==> src/rtl/agc_pkg.sv <==
package agc_pkg;
  // Decision taken by the gain controller at a frame boundary.
  typedef enum logic [1:0] {
    AGC_KEEP    = 2'd0,
    AGC_CUT     = 2'd1,
    AGC_WAIT    = 2'd2,
    AGC_RECOVER = 2'd3
  } agc_act_e;
endpackage

==> src/rtl/agc_lane_scale.sv <==
module agc_lane_scale #(
  parameter int DATA_W = 16,
  parameter int GAIN_W = 4
) (
  input  logic [DATA_W-1:0] din,
  input  logic [GAIN_W-1:0] gain,
  output logic [DATA_W-1:0] dout,
  output logic              clip,
  output logic [DATA_W-1:0] mag
);
  localparam int GMAX  = (1 << (GAIN_W - 1)) - 1;
  localparam int EXT_W = DATA_W + GMAX + 1;
  localparam logic signed [EXT_W-1:0] TOP = {{(EXT_W-DATA_W+1){1'b0}}, {(DATA_W-1){1'b1}}};
  localparam logic signed [EXT_W-1:0] BOT = ~TOP;
  localparam logic [DATA_W-1:0] MOST_NEG = {1'b1, {(DATA_W-1){1'b0}}};

  logic signed [EXT_W-1:0] ext;
  logic signed [EXT_W-1:0] shifted;
  logic [GAIN_W-1:0]       amt;

  always_comb begin
    // widen by replicating the sign bit, never by zero fill
    ext     = {{(EXT_W-DATA_W){din[DATA_W-1]}}, din};
    amt     = gain[GAIN_W-1] ? (~gain + GAIN_W'(1)) : gain;
    shifted = gain[GAIN_W-1] ? (ext >>> amt) : (ext <<< amt);
    if (shifted > TOP) begin
      dout = TOP[DATA_W-1:0];
      clip = 1'b1;
    end else if (shifted < BOT) begin
      dout = BOT[DATA_W-1:0];
      clip = 1'b1;
    end else begin
      dout = shifted[DATA_W-1:0];
      clip = 1'b0;
    end
    if (!dout[DATA_W-1])       mag = dout;
    else if (dout == MOST_NEG) mag = ~MOST_NEG;
    else                       mag = ~dout + DATA_W'(1);
  end
endmodule

==> src/rtl/agc_frame_stats.sv <==
module agc_frame_stats #(
  parameter int DATA_W = 16,
  parameter int CNT_W  = 8
) (
  input  logic              clk,
  input  logic              rst_n,
  input  logic              sample_ok,
  input  logic [DATA_W-1:0] sample_mag,
  input  logic              sample_clip,
  input  logic              frame_tick,
  output logic [DATA_W-1:0] peak_incl,
  output logic [CNT_W-1:0]  clip_incl,
  output logic [DATA_W-1:0] frame_peak,
  output logic [CNT_W-1:0]  frame_clips,
  output logic              clip_seen
);
  localparam logic [CNT_W-1:0] CNT_MAX = '1;

  logic [DATA_W-1:0] peak_acc;
  logic [CNT_W-1:0]  clip_acc;

  // running values that already include this cycle's sample
  always_comb begin
    peak_incl = (sample_ok && sample_mag > peak_acc) ? sample_mag : peak_acc;
    clip_incl = (sample_ok && sample_clip && clip_acc != CNT_MAX) ?
                clip_acc + CNT_W'(1) : clip_acc;
  end

  always_ff @(posedge clk or negedge rst_n) begin
    if (!rst_n) begin
      peak_acc    <= '0;
      clip_acc    <= '0;
      frame_peak  <= '0;
      frame_clips <= '0;
    end else if (frame_tick) begin
      peak_acc    <= '0;
      clip_acc    <= '0;
      frame_peak  <= peak_incl;
      frame_clips <= clip_incl;
    end else begin
      peak_acc <= peak_incl;
      clip_acc <= clip_incl;
    end
  end

  assign clip_seen = (clip_acc != '0);
endmodule

==> src/rtl/agc_gain_ctrl.sv <==
module agc_gain_ctrl
  import agc_pkg::*;
#(
  parameter int DATA_W = 16,
  parameter int GAIN_W = 4,
  parameter int CNT_W  = 8,
  parameter int HOLD_W = 8
) (
  input  logic              clk,
  input  logic              rst_n,
  input  logic              frame_tick,
  input  logic              enable,
  input  logic [DATA_W-1:0] target,
  input  logic [GAIN_W-1:0] attack,
  input  logic [GAIN_W-1:0] decay,
  input  logic [HOLD_W-1:0] holdoff,
  input  logic [DATA_W-1:0] peak_incl,
  input  logic [CNT_W-1:0]  clip_incl,
  output logic [GAIN_W-1:0] gain
);
  localparam int WIDE_W = GAIN_W + 2;
  localparam int GMAX   = (1 << (GAIN_W - 1)) - 1;
  localparam logic signed [WIDE_W-1:0] HI = WIDE_W'(GMAX);
  localparam logic signed [WIDE_W-1:0] LO = -HI;

  logic [HOLD_W-1:0]       hold_left;
  agc_act_e                act;
  logic signed [WIDE_W-1:0] g_wide, g_down, g_up;
  logic [GAIN_W-1:0]       gain_down, gain_up;

  always_comb begin
    if (clip_incl != '0 || peak_incl > target) act = AGC_CUT;
    else if (hold_left != '0)                  act = AGC_WAIT;
    else if (peak_incl < target)               act = AGC_RECOVER;
    else                                       act = AGC_KEEP;
  end

  always_comb begin
    g_wide    = {{2{gain[GAIN_W-1]}}, gain};
    g_down    = g_wide - $signed({2'b00, attack});
    g_up      = g_wide + $signed({2'b00, decay});
    gain_down = (g_down < LO) ? LO[GAIN_W-1:0] : g_down[GAIN_W-1:0];
    gain_up   = (g_up > HI)   ? HI[GAIN_W-1:0] : g_up[GAIN_W-1:0];
  end

  always_ff @(posedge clk or negedge rst_n) begin
    if (!rst_n) begin
      gain      <= '0;
      hold_left <= '0;
    end else if (frame_tick && enable) begin
      unique case (act)
        AGC_CUT: begin
          gain      <= gain_down;
          hold_left <= holdoff;
        end
        AGC_WAIT:    hold_left <= hold_left - HOLD_W'(1);
        AGC_RECOVER: gain      <= gain_up;
        default:     ;
      endcase
    end
  end
endmodule

==> src/rtl/agc_frame_gain.sv <==
module agc_frame_gain #(
  parameter int DATA_W = 16,
  parameter int GAIN_W = 4,
  parameter int CNT_W  = 8,
  parameter int HOLD_W = 8,
  localparam int STAT_W = GAIN_W + DATA_W + CNT_W + 1
) (
  input  logic              clk,
  input  logic              rst_n,
  input  logic              in_valid,
  output logic              in_ready,
  input  logic [DATA_W-1:0] in_i,
  input  logic [DATA_W-1:0] in_q,
  input  logic              frame_tick,
  input  logic              cfg_enable,
  input  logic [DATA_W-1:0] cfg_target,
  input  logic [GAIN_W-1:0] cfg_attack,
  input  logic [GAIN_W-1:0] cfg_decay,
  input  logic [HOLD_W-1:0] cfg_holdoff,
  output logic              out_valid,
  input  logic              out_ready,
  output logic [DATA_W-1:0] out_i,
  output logic [DATA_W-1:0] out_q,
  output logic              sat_flag,
  output logic [STAT_W-1:0] status_word
);
  localparam int LANES = 2;

  logic [LANES-1:0][DATA_W-1:0] lane_in, lane_out, lane_mag;
  logic [LANES-1:0]             lane_clip;
  logic [GAIN_W-1:0]            gain;
  logic [DATA_W-1:0]            smp_mag, peak_incl, frame_peak;
  logic [CNT_W-1:0]             clip_incl, frame_clips;
  logic                         accept;

  assign lane_in[0] = in_i;
  assign lane_in[1] = in_q;

  for (genvar l = 0; l < LANES; l++) begin : g_lane
    agc_lane_scale #(.DATA_W(DATA_W), .GAIN_W(GAIN_W)) u_scale (
      .din  (lane_in[l]),
      .gain (gain),
      .dout (lane_out[l]),
      .clip (lane_clip[l]),
      .mag  (lane_mag[l])
    );
  end

  assign smp_mag  = (lane_mag[0] > lane_mag[1]) ? lane_mag[0] : lane_mag[1];
  assign in_ready = !out_valid || out_ready;
  assign accept   = in_valid && in_ready;

  agc_frame_stats #(.DATA_W(DATA_W), .CNT_W(CNT_W)) u_stats (
    .clk         (clk),
    .rst_n       (rst_n),
    .sample_ok   (accept),
    .sample_mag  (smp_mag),
    .sample_clip (|lane_clip),
    .frame_tick  (frame_tick),
    .peak_incl   (peak_incl),
    .clip_incl   (clip_incl),
    .frame_peak  (frame_peak),
    .frame_clips (frame_clips),
    .clip_seen   (sat_flag)
  );

  agc_gain_ctrl #(.DATA_W(DATA_W), .GAIN_W(GAIN_W), .CNT_W(CNT_W), .HOLD_W(HOLD_W)) u_ctrl (
    .clk        (clk),
    .rst_n      (rst_n),
    .frame_tick (frame_tick),
    .enable     (cfg_enable),
    .target     (cfg_target),
    .attack     (cfg_attack),
    .decay      (cfg_decay),
    .holdoff    (cfg_holdoff),
    .peak_incl  (peak_incl),
    .clip_incl  (clip_incl),
    .gain       (gain)
  );

  always_ff @(posedge clk or negedge rst_n) begin
    if (!rst_n) begin
      out_valid <= 1'b0;
      out_i     <= '0;
      out_q     <= '0;
    end else if (accept) begin
      out_valid <= 1'b1;
      out_i     <= lane_out[0];
      out_q     <= lane_out[1];
    end else if (out_ready) begin
      out_valid <= 1'b0;
    end
  end

  assign status_word = {cfg_enable, frame_clips, frame_peak, gain};
endmodule

==> config.mk <==
export PLATFORM = sky130hd
export DESIGN_NAME = agc_frame_gain
export DESIGN_NICKNAME = d
export VERILOG_FILES = /design/src/rtl/agc_pkg.sv /design/src/rtl/agc_lane_scale.sv /design/src/rtl/agc_frame_stats.sv /design/src/rtl/agc_gain_ctrl.sv /design/src/rtl/agc_frame_gain.sv
export SDC_FILE = /design/constraint.sdc
export NUM_CORES = 1
export LEC_CHECK = 0
export CORE_MARGIN = 1.5
export CORE_UTILIZATION = 25
export CTS_BUF_LIST = sky130_fd_sc_hd__clkbuf_4 sky130_fd_sc_hd__clkbuf_8
export DETAILED_ROUTE_END_ITERATION = 10
export DONT_BUFFER_PORTS = 1
export PLACE_DENSITY_LB_ADDON = 0.2
export SYNTH_ARGS = -nofsm -noshare
export SYNTH_HDL_FRONTEND = slang
export SYNTH_SLANG_ARGS = --single-unit
==> constraint.sdc <==
create_clock -name clk -period 13.1 [get_ports clk]
set_clock_uncertainty 0.1 [all_clocks]
set_input_delay 2.62 -clock clk [delete_from_list [all_inputs] [get_ports clk]]
set_output_delay 2.62 -clock clk [all_outputs]
set_load 0.05 [all_outputs]
==> impl_metrics.tcl, run 1 <==
set metrics [dict create \
    status "complete, no violations" \
    cts_root_buf "clkbuf_8" \
    grt_antenna_before_repair 0 \
    synth_top_area_share_pct 20.6 \
    syn_inst 1433 \
    slew_viol_final 0 \
    critPathKind "primary input to flop" \
    numCtsBuffers 9 \
    core_area_um2 44400 \
    worst_ep_required_time_ps 13300 \
    tritoncts "done" \
    slowest_delay_ps 520 \
    slowest_stage "o31ai_4" \
    grt_use_met2_pct 30.5 \
    ff2ff_setup_slack_ps 1290 \
    rows 77 \
    hold_path.class "flop to flop" \
    synthesis.area_um2 11300 \
    ctsHoldBuffers 0 \
    synthToLayoutAreaGrowth_pct 6.35 \
    die-area_um2 46600 \
    insertedDiodeCount 0 \
    stdcell_area_um2 12000 \
    track_usage_pct 18.6 \
    antenna_left 0 \
    ys.flop_type "dfrtp_1" \
    grt_pass1_vias 10700 \
    clockBufferDepth 2 \
    clkTransAtPathRegs_ps 110 \
    ys_seq_elements 93 \
    start_kind "primary input" \
    yosys-top-cells-area "dfrtp_1, mux2i_1, ha_1" \
    ios 134 \
    die_width_um 216 \
    hold_slack_ps 443 \
    synth_edf_count 0 \
    ys_seq_area_share_pct 20.6 \
    crit_path_max_fanout 12 \
    max-slew-margin-rel_pct 34.5 \
    met3_usage_pct 3.95 \
    htreeDepth 3 \
    multiInputGateArea_um2 8220 \
    yosysWarnings 0 \
    gp_congestion 0.912 \
    drc 0 \
    gr-max-usage-layer "met2" \
    yosysUniqueCellTypes 110 \
    grt_overflow 0 \
    routed_wl_um 43600 \
    dp_hpwl_um 33600 \
    endpoint_kind "flop" \
    use_met1_pct 24.6 \
    drt-initial-drc-count 1012 \
    grt_pass1_wl_um 67700 \
    die_y_um 216 \
    tightest_slew_ps 975 \
    seq_area_um2 2330 \
    max_freq_mhz 81.9 \
    finalHoldViolations 0 \
    nets 1524 \
    synth_top_area_cell "dfrtp_1" \
    vias 10900 \
    cts.sinks 93 \
    maxCapViolations 0 \
    place.port_buffers 0 \
    rsz0062_at_grt "no" \
    firstDrtPassIters 5 \
    synth_fp_nets 1571 \
    fin_tns_setup_ps 0 \
    async_flop_share_pct 100 \
    via_per_inst 5.52 \
    fin_crit_sh_pct 93.2 \
    start_util_pct 25.5 \
    wl_per_cell_um 22.0 \
    syn_avg_cell_area_um2 7.90 \
    insertion_delay_ps 410 \
    fillers 4825 \
    placed_area_um2 11800 \
    grt_max_degree 94 \
    fin_crit_ps 12210 \
    setup_viol 0 \
    post_route_cells_drive_above_1_share_pct 12.3 \
    crit_arrival_ps 12410 \
    crit_top_cell "ha_1" \
]
placed cells by master, fill, tap and decap left out, types with 17 or more instances in the layout:
master,n
nor3_1,35
o21a_1,25
nor2_1,156
a31oi_1,30
nor2b_1,24
nand2_1,153
mux2i_1,92
inv_1,68
nand4_1,17
ha_1,65
o211ai_1,17
o21ai_0,78
buf_4,40
nand2b_1,22
nand3_1,29
dfrtp_1,89
mux2_2,26
a21oi_1,99
flip-flops by register name, summed over array words and instances (netlist names):
name / flops
out_i: 16
out_q: 16
out_valid: 1
u_ctrl.gain: 4
u_ctrl.hold_left: 8
u_stats.clip_acc: 8
u_stats.frame_clips: 8
u_stats.frame_peak: 16
u_stats.peak_acc: 16
final timing paths:
kind,start,end,cells after the start
max,in_i[9],u_ctrl.gain[1],45
min,u_stats.peak_acc[12],u_stats.frame_peak[12],2
max reg2reg,u_ctrl.gain[1],u_ctrl.gain[1],48
min reg2reg,u_stats.peak_acc[12],u_stats.frame_peak[12],2
max in group asynchronous,rst_n,u_ctrl.gain[3],0
min in group asynchronous,rst_n,u_stats.frame_peak[15],0
cells in the mapped netlist (22+ instances only):
library cell / instances
nor2_1: 156
ha_1: 66
clkbuf_1: 47
nand3_1: 29
inv_1: 68
mux2_2: 26
dfrtp_1: 93
o21a_1: 25
o21ai_0: 78
nand2_1: 154
nand2b_1: 22
mux2i_1: 93
nor3_1: 35
nor2b_1: 24
a31oi_1: 31
a21oi_1: 99
repair_timing:
item / CTS / global route
setup endpoints to repair: 0 / 12
buffers inserted: 0 / 0
resized for setup: 0 / 4
final cells by class:
cell class,count,area share (%)
clock inverters,5,0.353
flip-flops and latches,93,19.4
multi-input cells,1170,68.2
inverters,72,2.24
repair buffers,40,2.49
clock buffers,11,1.15
well taps,592,6.15
logic make-up (layout without fill, tap and decap cells):
group | Yosys count | after routing | share of synthesized area [%]
buf+inv | 170 | 128 | 7.26
simple gates | 523 | 523 | 22.7
compound gates | 418 | 418 | 25.4
xor+xnor | 16 | 16 | 1.47
fa+ha+maj | 68 | 68 | 7.65
mux | 145 | 145 | 15.0
flops | 93 | 93 | 20.6
stage by stage:
step | setup slack (ps) | cells | utilization (%)
global placement | 133 | 1967 | 26.7
CTS | 523 | 1983 | 27.1
global route | 36.2 | 1983 | 27.1
finish | 890 | 1983 | 27.1
floorplan | 853 | 1433 | -
detailed placement | 109 | 1967 | 26.7
critical path: cells and delay by family:
kind                     cells  cell delay, ps
buffers and inverters        6            1140
AND/OR/NAND/NOR             10            1670
AO/OA/AOI/OAI               21            4810
multiplexers                 3             750
adder cells (fa/ha/maj)      5            1410
layer usage:
metal  wire (µm)  share of wire [%]
met4         996                2.3
met3        2600                6.0
met2       20300                 47
met1       19700                 45
met5           0                  0
Power of run 1 is not shown: default switching activity piles up to over one toggle a cycle in this logic, so the estimate is an artifact.
==> run 2, diff against run 1 <==
--- a/config.mk
+++ b/config.mk
@@ -5,7 +5,7 @@
 export SDC_FILE = /design/constraint.sdc
 export NUM_CORES = 1
 export LEC_CHECK = 0
-export CORE_MARGIN = 1.5
+export CORE_MARGIN = 2
 export CORE_UTILIZATION = 25
 export CTS_BUF_LIST = sky130_fd_sc_hd__clkbuf_4 sky130_fd_sc_hd__clkbuf_8
 export DETAILED_ROUTE_END_ITERATION = 10
==> run 2 against run 1 <==
Against the previous run:
- sequential share of layout area grew 0.077 points
- final area fell by 0.39%
- via count grew 0.87%
- hold slack gained 29 ps
- fmax down 0.71%
- cell count decreased by 0.30%
- first-iteration DRC count is 11% higher
- worst setup slack lost 87 ps
- critical path depth grew 2
- sequential cell count stayed put
==> impl_metrics.tcl, run 2 (synthesized netlist as in run 1, its figures left out) <==
set metrics [dict create \
    cts_root_buf "clkbuf_8" \
    gp_congestion 0.907 \
    worst_ep_required_time_ps 13300 \
    grt_antenna_before_repair 3 \
    slew_viol_final 0 \
    tightest_slew_ps 838 \
    crit_top_cell "a21oi_1" \
    clkTransAtPathRegs_ps 120 \
    final_core_util_pct 26.9 \
    critPathLaunch "in_i[9]" \
    crit_end "u_ctrl.gain[0]" \
    final_cell_mix "nor2_1, nand2_1, a21oi_1" \
    tritoncts "done" \
    insertion_delay_ps 420 \
    antenna_left 0 \
    clockBufferDepth 2 \
    ios 134 \
    grt_pass1_wl_um 67600 \
    maxCapViolations 0 \
    cts_setup_buffers 0 \
    r2r-end "u_ctrl.gain[0]" \
    drc 0 \
    hold_path.class "flop to flop" \
    drt-initial-drc-count 1123 \
    fin_crit_ps 12300 \
    post_route_cells_drive_above_1_share_pct 11.9 \
    start_util_pct 25.4 \
    max_freq_mhz 81.3 \
    insertedDiodeCount 0 \
    crit_path_max_fanout 12 \
    dp_hpwl_um 33500 \
    grt_overflow 0 \
    vias 11000 \
    grt_pass1_vias 10800 \
    wl_per_cell_um 22.1 \
    endpoint_kind "flop" \
    via_per_inst 5.58 \
    grt_max_degree 94 \
    finalHoldViolations 0 \
    htreeDepth 3 \
    reg2reg_from "u_ctrl.gain[1]" \
    numCtsBuffers 9 \
    die-area_um2 47000 \
    track_usage_pct 18.5 \
    fin_crit_sh_pct 93.9 \
    setup_viol 0 \
    max-slew-margin-rel_pct 43.9 \
    rows 77 \
    nets 1519 \
    slowest_delay_ps 510 \
    die_y_um 217 \
    status "complete, no violations" \
    die_width_um 217 \
    ff2ff_setup_slack_ps 1250 \
    final_common_cell "nor2_1" \
    place.port_buffers 0 \
    firstDrtPassIters 7 \
    cts.sinks 93 \
    synthToLayoutAreaGrowth_pct 5.93 \
    slowest_stage "mux4_2" \
    start_kind "primary input" \
    fin_tns_setup_ps 0 \
    r2r_cells 51 \
    fillers 4892 \
    crit_arrival_ps 12500 \
    critPathKind "primary input to flop" \
    rsz0062_at_grt "no" \
    routed_wl_um 43700 \
    core_area_um2 44500 \
]
==> run 2: worst min-delay path by stage <==
stage	slack [ps]	cells past startpoint	end	start
floorplan	390	2	u_stats.frame_peak[12]	u_stats.peak_acc[12]
detailed placement	440	2	u_ctrl.hold_left[7]	u_ctrl.hold_left[7]
global placement	440	2	u_ctrl.hold_left[7]	u_ctrl.hold_left[7]
global route	510	2	u_ctrl.hold_left[7]	u_ctrl.hold_left[7]
finish	470	2	u_ctrl.hold_left[7]	u_ctrl.hold_left[7]
CTS	470	2	u_ctrl.hold_left[7]	u_ctrl.hold_left[7]
==> run 2: metal layers <==
layer	vias to the layer above	GRT usage (%)	routed length (µm)
met4	0	3.90	786
met5	-	0	0
met3	59	3.51	2920
li1	5161	-	-
met1	5406	25.1	19800
met2	406	30.3	20200
==> run 2: what timing repair did <==
item	CTS	global route
endpoints found under the setup margin	0	12
endpoints found under the hold margin	0	0
resized for setup	0	4
hold buffers	0	0
==> run 2: stage by stage <==
| stage | cell area, µm² | worst slack (ps) | hold WS [ps] | cells |
|---|---|---|---|---|
| 6_report | 12000 | 803 | 472 | 1977 |
| 5_1_grt | 12000 | 33.5 | 505 | 1977 |
| 4_1_cts | 12000 | 563 | 471 | 1977 |
| 3_5_place_dp | 11800 | 132 | 441 | 1962 |
| 3_3_place_gp | 11800 | 393 | 437 | 1962 |
| 2_1_floorplan | 11300 | 853 | 392 | 1433 |
==> run 2: final cells by class <==
class	instances	area [µm²]	area share [%]
repair buffers	35	263	2.19
inverters	72	270	2.25
well taps	592	741	6.18
clock inverters	6	46.3	0.386
flip-flops and latches	93	2330	19.5
clock buffers	9	124	1.03
multi-input cells	1170	8220	68.5
==> run 2: worst max-delay path, delay by kind of cell <==
family	cells	cell delay, ps
AOI/OAI and AO/OA	23	4830
adders and majority gates	5	1440
and+or+nand+nor	10	1300
muxes	4	1260
buffers and inverters	5	1010
Power of run 2 is left out for the same reason.
==> run 3, diff against run 2 <==
--- a/config.mk
+++ b/config.mk
@@ -10,6 +10,7 @@
 export CTS_BUF_LIST = sky130_fd_sc_hd__clkbuf_4 sky130_fd_sc_hd__clkbuf_8
 export DETAILED_ROUTE_END_ITERATION = 10
 export DONT_BUFFER_PORTS = 1
+export GPL_TIMING_DRIVEN = 0
 export PLACE_DENSITY_LB_ADDON = 0.2
 export SYNTH_ARGS = -nofsm -noshare
 export SYNTH_HDL_FRONTEND = slang
==> run 3 against run 2 <==
Against the previous run:
- first-iteration DRC count grew 4.0%
- non-clock buffer count rose by 68
- wire length is 16% higher
- highest routed layer is now met5
- critical path depth stayed put
- cell count rose by 3.5%
- final area up 4.8%
- hold slack got worse by 17 ps
- sequential cell count did not move
- register-to-register slack worse by 470 ps
==> impl_metrics.tcl, run 3 (synthesized netlist as in run 1, its figures left out) <==
set metrics [dict create \
    crit_path_max_fanout 10 \
    gr-max-usage-layer "met2" \
    gp_congestion 0.951 \
    crit_arrival_ps 12790 \
    grt_antenna_before_repair 3 \
    fin_crit_sh_pct 95.8 \
    max_freq_mhz 79.7 \
    htreeDepth 3 \
    fin_tns_setup_ps 0 \
    setup_viol 0 \
    worst_ep_required_time_ps 13350 \
    rows 77 \
    tightest_slew_ps 977 \
    die-area_um2 47000 \
    cts.sinks 93 \
    placed_area_um2 12100 \
    drc 0 \
    vias 11800 \
    core_area_um2 44500 \
    clkTransAtPathRegs_ps 110 \
    status "complete, no violations" \
    use_met1_pct 29.1 \
    drt-initial-drc-count 1168 \
    firstDrtPassIters 5 \
    endpoint_kind "flop" \
    cts_root_buf "clkbuf_8" \
    nets 1587 \
    grt_pass1_wl_um 75400 \
    maxCapViolations 0 \
    post_route_cells_drive_above_1_share_pct 15.1 \
    stdcell_area_um2 12600 \
    insertion_delay_ps 420 \
    grt_pass1_vias 11600 \
    ctsHoldBuffers 0 \
    fillers 4914 \
    slowest_stage "or4_1" \
    final_core_util_pct 28.2 \
    finalHoldViolations 0 \
    critPathKind "primary input to flop" \
    place.port_buffers 0 \
    grt_overflow 0 \
    grt_use_met2_pct 32.6 \
    met3_usage_pct 4.08 \
    fin_crit_ps 12540 \
    antenna_left 0 \
    insertedDiodeCount 0 \
    ios 134 \
    dp_hpwl_um 39200 \
    grt_max_degree 94 \
    slew_viol_final 0 \
    track_usage_pct 21.2 \
    numCtsBuffers 9 \
    crit_top_cell "o21a_1" \
    die_width_um 217 \
    die_y_um 217 \
    via_per_inst 5.75 \
    hold_path.class "flop to flop" \
    synthToLayoutAreaGrowth_pct 11.0 \
    start_kind "primary input" \
    slowest_delay_ps 640 \
    routed_wl_um 50500 \
    wl_per_cell_um 24.7 \
    final_cell_mix "nor2_1, nand2_1, a21oi_1" \
    start_util_pct 25.4 \
    max-slew-margin-rel_pct 34.9 \
    tritoncts "done" \
    clockBufferDepth 2 \
]
[run 3: cell count changes in the layout (fill, tap and decap cells not counted), sizes merged]
cell      change
buf          +26
bufinv        +1
clkbuf       +43
clkinv        -1
clkinvlp      -1
inv           +1
[run 3: what timing repair did]
action,4_1_cts,5_1_grt
buffers inserted,5,3
endpoints found under the setup margin,12,12
gates resized for setup,27,44
pin swaps,3,2
[run 3: final timing paths]
check	from	endpoint	slack, ps	cells after the start
worst max-delay path	in_i[11]	u_ctrl.hold_left[0]	560	47
worst min-delay path	u_stats.peak_acc[12]	u_stats.frame_peak[12]	450	2
worst max register to register	u_ctrl.gain[0]	u_ctrl.hold_left[0]	780	55
worst min register to register	u_stats.peak_acc[12]	u_stats.frame_peak[12]	450	2
max in group asynchronous	rst_n	u_ctrl.gain[0]	10940	0
min in group asynchronous	rst_n	u_stats.clip_acc[5]	1800	0
[run 3: critical path, delay by kind of cell]
kind	cells	cell delay, ps
compound gates	23	4410
mux	3	1030
buf+inv	9	1870
simple gates	7	1480
fa+ha+maj	5	1360
[run 3: cell type report]
cell class	instances	area (µm²)	share of cell area (%)
flip-flops and latches	93	2330	18.6
inverters	72	275	2.19
clock buffers	10	138	1.10
well taps	592	741	5.89
repair buffers	8	60.1	0.478
clock inverters	6	77.6	0.617
multi-input cells	1170	8380	66.7
plain buffers	95	562	4.47
[run 3: layer usage]
layer / wire length (µm) / part of all wire (%)
met1: 22800 / 45
met2: 22200 / 44
met3: 3680 / 7.3
met4: 1800 / 3.6
met5: 23 / 0.046
[run 3: metrics by stage]
stage,hold slack [ps],setup WS (ps),std cells
2_1_floorplan,392,853,1433
3_3_place_gp,418,-2710,2025
3_5_place_dp,429,-2170,2025
4_1_cts,457,20.1,2044
5_1_grt,496,-31.8,2046
6_report,455,556,2046
Power of run 3 is left out for the same reason.
